[config.mk]
export PLATFORM = sky130hd
export DESIGN_NAME = split_unit
export DESIGN_NICKNAME = d
export VERILOG_FILES = /design/src/rtl/split_pkg.sv /design/src/rtl/split_classify.sv /design/src/rtl/split_byterev.sv /design/src/rtl/split_unit.sv
export SDC_FILE = /design/constraint.sdc
export NUM_CORES = 1
export LEC_CHECK = 0
export ABC_CLOCK_PERIOD_IN_PS = 12550
export BUFFER_PORTS_ARGS = -buffer_cell sky130_fd_sc_hd__buf_4
export CAP_MARGIN = 20
export CORE_ASPECT_RATIO = 0.5
export CORE_MARGIN = 3
export CORE_UTILIZATION = 44
export CTS_CLUSTER_SIZE = 8
export DETAILED_ROUTE_END_ITERATION = 6
export PLACE_DENSITY_LB_ADDON = 0.3
export SLEW_MARGIN = 0
export SYNTH_ARGS = -nofsm -noshare
export SYNTH_HDL_FRONTEND = slang
export SYNTH_SLANG_ARGS = --single-unit
export TNS_END_PERCENT = 1
[constraint.sdc]
create_clock -name clk -period 12.55 [get_ports clk]
set_clock_uncertainty 0.05 [all_clocks]
set_input_delay 0.6275 -clock clk [delete_from_list [all_inputs] [get_ports clk]]
set_output_delay 0.6275 -clock clk [all_outputs]
set_load 0.01 [all_outputs]
[src/rtl/split_pkg.sv]
package split_pkg;

   typedef enum logic [2:0] {
      KIND_PLAIN   = 3'd0,
      KIND_ATOMIC  = 3'd1,
      KIND_ORDERED = 3'd2,
      KIND_VEC     = 3'd3,
      KIND_VSTREAM = 3'd4
   } acc_kind_e;

   typedef enum logic [1:0] {
      ST_IDLE  = 2'd0,
      ST_ISSUE = 2'd1,
      ST_WAIT  = 2'd2
   } seq_st_e;

endpackage

[src/rtl/split_classify.sv]
module split_classify
   import split_pkg::*;
#(
   parameter int ADDR_W = 16
) (
   input  logic [ADDR_W-1:0] addr,
   input  logic [2:0]        size_lg,
   input  logic [2:0]        kind,
   input  logic              chk_en,
   input  logic              excl,
   output logic              fault,
   output logic              atomic_ok,
   output logic              excl_bad
);

   logic [ADDR_W-1:0] low_mask;
   logic              aligned;
   logic              strict_kind;
   logic              vec_kind;

   always_comb begin
      low_mask    = (ADDR_W'(1) << size_lg) - ADDR_W'(1);
      aligned     = (addr & low_mask) == '0;
      strict_kind = (kind == KIND_ATOMIC) || (kind == KIND_ORDERED);
      vec_kind    = (kind == KIND_VEC) || (kind == KIND_VSTREAM);
      fault       = !aligned && (strict_kind || chk_en);
      atomic_ok   = (aligned && !vec_kind) || (size_lg == 3'd0);
      excl_bad    = excl && !atomic_ok && !fault;
   end

endmodule

[src/rtl/split_byterev.sv]
module split_byterev #(
   parameter int BYTES = 16
) (
   input  logic [8*BYTES-1:0] din,
   input  logic [2:0]         size_lg,
   input  logic               rev,
   output logic [8*BYTES-1:0] dout
);

   localparam int IDX_W = $clog2(BYTES);
   localparam int SZ_W  = IDX_W + 1;

   logic [SZ_W-1:0] sz;
   assign sz = SZ_W'(1) << size_lg;

   for (genvar g = 0; g < BYTES; g++) begin : g_lane
      logic [IDX_W-1:0] src;
      always_comb begin
         if (rev) src = IDX_W'(int'(sz) - 1 - g);
         else     src = IDX_W'(g);
      end
      assign dout[8*g +: 8] = (SZ_W'(g) < sz) ? din[8*src +: 8] : 8'h00;
   end

endmodule

[src/rtl/split_unit.sv]
module split_unit
   import split_pkg::*;
#(
   parameter int ADDR_W     = 16,
   parameter int DATA_BYTES = 16
) (
   input  logic                    clk,
   input  logic                    rst,
   input  logic                    req_valid,
   output logic                    req_ready,
   input  logic [ADDR_W-1:0]       req_addr,
   input  logic [2:0]              req_size_lg,
   input  logic [2:0]              req_kind,
   input  logic                    req_write,
   input  logic [8*DATA_BYTES-1:0] req_wdata,
   input  logic                    req_excl,
   input  logic                    req_bigend,
   input  logic                    req_chk_en,
   input  logic                    req_shared,
   output logic                    mem_valid,
   input  logic                    mem_ready,
   output logic [ADDR_W-1:0]       mem_addr,
   output logic [2:0]              mem_size_lg,
   output logic                    mem_write,
   output logic [8*DATA_BYTES-1:0] mem_wdata,
   input  logic                    mem_rvalid,
   input  logic [8*DATA_BYTES-1:0] mem_rdata,
   output logic                    done,
   output logic [8*DATA_BYTES-1:0] done_rdata,
   output logic                    align_fault,
   output logic                    excl_error,
   output logic                    clrx_valid,
   output logic [ADDR_W-1:0]       clrx_addr,
   output logic [2:0]              clrx_size_lg
);

   localparam int DATA_W = 8 * DATA_BYTES;
   localparam int IDX_W  = $clog2(DATA_BYTES);
   localparam int CNT_W  = IDX_W + 1;

   if (DATA_BYTES < 2 || DATA_BYTES > 64 || (DATA_BYTES & (DATA_BYTES - 1)) != 0) begin : g_bad_bytes
      $error("split_unit: DATA_BYTES must be a power of two from 2 to 64");
   end
   if (ADDR_W <= IDX_W) begin : g_bad_addr
      $error("split_unit: ADDR_W too small for DATA_BYTES");
   end

   seq_st_e           st;
   logic [ADDR_W-1:0] a_addr;
   logic [2:0]        a_lg;
   logic              a_write;
   logic              a_split;
   logic [DATA_W-1:0] a_wdata;
   logic [DATA_W-1:0] rbuf;
   logic [IDX_W-1:0]  idx;
   logic              done_q, fault_q, err_q, clrx_q;
   logic [ADDR_W-1:0] clrx_addr_q;
   logic [2:0]        clrx_lg_q;

   logic              c_fault, c_atomic, c_excl_bad;
   logic [DATA_W-1:0] wsrc;
   logic [DATA_W-1:0] rd_fit;
   logic              acc;
   logic [CNT_W-1:0]  sz_q;
   logic              last_beat;

   split_classify #(.ADDR_W(ADDR_W)) u_cls (
      .addr      (req_addr),
      .size_lg   (req_size_lg),
      .kind      (req_kind),
      .chk_en    (req_chk_en),
      .excl      (req_excl),
      .fault     (c_fault),
      .atomic_ok (c_atomic),
      .excl_bad  (c_excl_bad)
   );

   split_byterev #(.BYTES(DATA_BYTES)) u_wrev (
      .din     (req_wdata),
      .size_lg (req_size_lg),
      .rev     (req_bigend && req_write),
      .dout    (wsrc)
   );

   split_byterev #(.BYTES(DATA_BYTES)) u_rfit (
      .din     (mem_rdata),
      .size_lg (a_lg),
      .rev     (1'b0),
      .dout    (rd_fit)
   );

   assign req_ready = (st == ST_IDLE);
   assign acc       = req_valid && req_ready;
   assign sz_q      = CNT_W'(1) << a_lg;
   assign last_beat = !a_split || ({1'b0, idx} == sz_q - CNT_W'(1));

   always_ff @(posedge clk) begin
      if (rst) begin
         st      <= ST_IDLE;
         idx     <= '0;
         done_q  <= 1'b0;
         fault_q <= 1'b0;
         err_q   <= 1'b0;
         clrx_q  <= 1'b0;
         a_split <= 1'b0;
         a_write <= 1'b0;
         rbuf    <= '0;
      end else begin
         done_q  <= 1'b0;
         fault_q <= 1'b0;
         err_q   <= 1'b0;
         clrx_q  <= 1'b0;
         case (st)
            ST_IDLE: begin
               if (acc) begin
                  fault_q <= c_fault;
                  err_q   <= c_excl_bad;
                  if (!c_fault && !c_excl_bad) begin
                     st          <= ST_ISSUE;
                     a_addr      <= req_addr;
                     a_lg        <= req_size_lg;
                     a_write     <= req_write;
                     a_split     <= !c_atomic;
                     a_wdata     <= wsrc;
                     idx         <= '0;
                     rbuf        <= '0;
                     clrx_q      <= req_write && req_shared;
                     clrx_addr_q <= req_addr;
                     clrx_lg_q   <= req_size_lg;
                  end
               end
            end
            ST_ISSUE: begin
               if (mem_ready) st <= ST_WAIT;
            end
            ST_WAIT: begin
               if (mem_rvalid) begin
                  if (!a_write) begin
                     if (a_split) rbuf[8*idx +: 8] <= mem_rdata[7:0];
                     else         rbuf <= rd_fit;
                  end
                  if (last_beat) begin
                     st     <= ST_IDLE;
                     done_q <= 1'b1;
                  end else begin
                     idx <= idx + IDX_W'(1);
                     st  <= ST_ISSUE;
                  end
               end
            end
            default: st <= ST_IDLE;
         endcase
      end
   end

   assign mem_valid    = (st == ST_ISSUE);
   assign mem_addr     = a_addr + ADDR_W'(idx);
   assign mem_size_lg  = a_split ? 3'd0 : a_lg;
   assign mem_write    = a_write;
   assign mem_wdata    = a_split ? DATA_W'(a_wdata[8*idx +: 8]) : a_wdata;
   assign done         = done_q;
   assign done_rdata   = rbuf;
   assign align_fault  = fault_q;
   assign excl_error   = err_q;
   assign clrx_valid   = clrx_q;
   assign clrx_addr    = clrx_addr_q;
   assign clrx_size_lg = clrx_lg_q;

   // a handshaken transfer is followed by a response wait, never a second issue
   a_r9_one_outstanding: assert property (@(posedge clk) disable iff (rst)
      (mem_valid && mem_ready) |=> !mem_valid);

   // the request path is closed while a transfer is presented
   a_r9_busy_not_ready: assert property (@(posedge clk) disable iff (rst)
      mem_valid |-> !req_ready);

   // a stalled transfer keeps its address and data
   a_r3_hold_on_stall: assert property (@(posedge clk) disable iff (rst)
      (mem_valid && !mem_ready) |=> (mem_valid && $stable(mem_addr) && $stable(mem_wdata)));

   // a fault pulse comes with no traffic and no completion
   a_r2_fault_quiet: assert property (@(posedge clk) disable iff (rst)
      align_fault |-> (!mem_valid && !done));

   // an exclusive error pulse comes with no traffic and no completion
   a_r6_err_quiet: assert property (@(posedge clk) disable iff (rst)
      excl_error |-> (!mem_valid && !done && !clrx_valid));

   // completion is always preceded by a response strobe
   a_r8_done_after_resp: assert property (@(posedge clk) disable iff (rst)
      done |-> $past(mem_rvalid));

endmodule

==> reports/qor.log <==
INFO  cells_and_area number_of_fill_cells=4,404
INFO  detailed_routing totalWireLength=94,000um
INFO  pwr            cellLeakagePower=12.3nW
INFO  detailed_routing met3_length=9380um
INFO  detailed_routing drt_first_iter_violations=2,731
INFO  synthesis      syn-num-nets=2,754
INFO  synthesis      ys_warn_count=0
INFO  clocking       cts_num_sinks=287
INFO  die            floorplan_row_count=57
INFO  clocking       number_of_buffers_created_by_cts=41
INFO  clocking       cts.clk_slew.worst_paths=0.05ns
INFO  timing         layout_worst_path_cycle_share=0.420
INFO  synthesis      netlist_area_before_placement=0.0222sqmm
INFO  cells_and_area footprint_of_the_multi_input_gates=0.0140sqmm
INFO  die            total_die_area=0.0533sqmm
INFO  synthesis      synth_enable_flop_cells=147
INFO  global_route   vias_in_the_first_global_route=20,700
INFO  global_route   grt_remaining_overflow=0
INFO  job            drv_cap=0
INFO  hold_path      worst_hold_path_type=in2reg
INFO  critical_path  worstPathArrival=5.39ns
INFO  detailed_routing route.detailed.vias_per_inst=6.32
INFO  clocking       ctsLongestPathBuffers=3
INFO  pwr            power.density=102mW/mm^2
INFO  timing         slew_headroom=0.176
INFO  cells_and_area area_delta_synth_final=26.4%
INFO  timing         setup-violations-final=0
INFO  die            core=0.0491sqmm
INFO  global_route   grt_antenna_before_repair=1
INFO  timing         maxSlewViolCount=0
INFO  synthesis      yosys_register_bits=287
INFO  die            start_util=0.451
INFO  synthesis      synth_top_cell_area_share=0.204
INFO  outcome        run_status=finished, final reports clean
INFO  pwr            ir_worst_vdd=0.000112V
INFO  cells_and_area regArea=0.00722sqmm
INFO  synthesis      syn_area_per_cell=9.07squm
INFO  cells_and_area final_layout_size_suffix_gt1_frac=0.270
INFO  pwr            total_power=2.87mW
INFO  critical_path  setup.worst_path.end_class=flip-flop
INFO  detailed_routing met2WireLength=43,200um
INFO  cells_and_area nNetsFinal=3,197
INFO  clocking       cts_repair_resize_count=0
INFO  die            ios=589
INFO  synthesis      synth_area_leaders=mux2i_1 20%, edfxtp_1 20%, dfxtp_1 13%
INFO  critical_path  timing_worst_setup_path_type=in2reg
INFO  critical_path  cp_launch_point=req_size_lg[2]
INFO  synthesis      synth_seq_area_share=0.326
INFO  die            chip_width=323um
INFO  global_route   groute.usage.overall=0.334
INFO  critical_path  timing.rr.end=done_rdata[68]
INFO  place          place.detailed.instances=3,487
INFO  clocking       number_of_buffers_inserted_by_hold_repair_at_cts=0
INFO  place          placement.setup.worst_slack=6.80ns
INFO  critical_path  setup.worst_path.start_class=input pin
INFO  cells_and_area layoutNonFillerInstCount=3,556
INFO  critical_path  largest_fanout_on_the_critical_path=79
INFO  timing         tightest_slew=1.23ns
INFO  detailed_routing antenna_violating_nets_post_route=0
INFO  cells_and_area mostFrequentLayoutCells=623 x buf_4, 451 x mux2i_1, 234 x a21oi_1
INFO  synthesis      dominantRegCellSynth=edfxtp_1
INFO  die            floorplan.die.height=165um
INFO  detailed_routing post_drt_wl_per_cell=26.4um
INFO  synthesis      share_of_flip_flops_with_an_asynchronous_set_or_reset=0
INFO  timing         worst_slack=7.28ns
INFO  timing         hold_ws=0.211ns
INFO  clocking       tritoncts_clock_tree=done
INFO  clocking       cts_root_buffer=clkbuf_16
INFO  timing         timing_hold_violations_final=0
INFO  clocking       h-tree-depth=2
INFO  timing         max_freq=190MHz
INFO  critical_path  reg2reg_setup_slack=8.45ns
INFO  global_route   grt_start_max_net_pins=116
INFO  critical_path  setup.worst_path.end=a_wdata[24]
INFO  place          dpl.hpwl=70,800um
INFO  synthesis      synth_top_cell_by_area=mux2i_1
INFO  detailed_routing highest-signal-layer=met4
INFO  clocking       cts.repair_timing.setup_buffer_count=0
INFO  synthesis      synthDistinctLibCells=69
INFO  detailed_routing drt_pre_antenna_iters=6
INFO  critical_path  worstReg2RegStart=idx[1]
INFO  timing         rsz0062_at_grt=false
INFO  timing         final.setup.tns=0ns
INFO  detailed_routing dr_total_vias=22,475
INFO  detailed_routing drt_drc_violations_left=0
INFO  cells_and_area layout.cells.most_common=buf_4
INFO  place          buffer_ports.inserted=588
INFO  synthesis      postSynthCellCount=2,443
INFO  critical_path  critical_path_required=12.67ns
INFO  place          routabilityCongestion=1.00
INFO  global_route   wire_length_of_the_first_global_routing_pass=135,000um
INFO  critical_path  timing.reg2reg.worst_path_depth=9
INFO  detailed_routing route.layer.met1.wl=37,200um
INFO  timing         finalWorstPathRequiredPeriod=5.27ns
INFO  clocking       clkLatencyLatePin=0.54ns
-- per-layer routing --
layer,GRT usage,up-vias
li1,-,10081
met1,0.451,10791
met2,0.538,1381
met3,0.0558,222
met4,0.135,0
met5,0,-
-- synth_stat cells (all sizes together), types with 9 or more instances --
| library cell | number |
|---|---|
| a211oi | 41 |
| a21o | 10 |
| a21oi | 237 |
| a31oi | 19 |
| and3 | 26 |
| buf | 85 |
| clkbuf | 142 |
| dfxtp | 140 |
| edfxtp | 147 |
| ha | 22 |
| inv | 23 |
| mux2 | 41 |
| mux2i | 451 |
| mux4 | 40 |
| nand2 | 144 |
| nand2b | 14 |
| nand3 | 41 |
| nand4 | 71 |
| nor2 | 141 |
| nor2b | 161 |
| nor3 | 62 |
| nor3b | 10 |
| o211ai | 13 |
| o21a | 50 |
| o21ai | 80 |
| o22ai | 40 |
| o311ai | 9 |
| o31ai | 67 |
| or4 | 24 |
| xnor2 | 13 |
| xor2 | 10 |
-- layout make-up --
class,count,area share
multi-input cells,1905,0.501
well taps,649,0.0290
flip-flops and latches,287,0.258
repair buffers,627,0.169
clock inverters,2,0.000625
diodes,1,0.0000893
clock buffers,61,0.0393
inverters,24,0.00322
-- worst min-delay path by stage --
stage,start,to,slack [ns],depth (start not counted)
after CTS,req_addr[9],clrx_addr[9],0.19,1
final,req_addr[9],clrx_addr[9],0.21,1
after global routing,req_addr[9],clrx_addr[9],0.20,1
after global placement,done_rdata[66],done_rdata[66],0.39,2
after floorplan,done_rdata[0],done_rdata[0],0.43,2
after detailed placement,done_rdata[65],done_rdata[65],0.40,2
-- kinds of logic after synthesis --
| group | synth area share |
|---|---|
| fa+ha+maj | 0.0133 |
| buf+inv | 0.0462 |
| compound gates | 0.168 |
| mux | 0.265 |
| flops | 0.326 |
| simple gates | 0.170 |
| xor+xnor | 0.0111 |
-- through the flow --
| stage | util | cell area [sq um] |
|---|---|---|
| 4_1_cts | 0.569 | 27900 |
| 3_5_place_dp | 0.546 | 26800 |
| 6_report | 0.570 | 28000 |
| 2_1_floorplan | - | 22200 |
| 3_3_place_gp | 0.546 | 26800 |
| 5_1_grt | 0.570 | 28000 |
-- sequential cells by signal, indices dropped and copies added (netlist names), 2 cells and up --
signal / cells
done_rdata: 128
clrx_addr: 16
st: 2
clrx_size_lg: 3
a_wdata: 128
idx: 4
-- power by group --
group	switching [mW]	internal [mW]	leakage, nW
combinational	0.490	0.314	9.33
sequential	0.0241	1.01	2.41
clock	0.427	0.598	0.538
-- worst max-delay path, cell delays in order --
cell and delay [ns]:
buf_4 0.29, nor3_1 0.11, inv_1 0.14, ha_1 0.54, xor2_1 0.30, a22oi_2 0.45
a41oi_1 0.38, or2_2 0.48, nor2_4 0.41, buf_4 0.66, buf_4 0.91
Power figures use the tool's default switching activity.
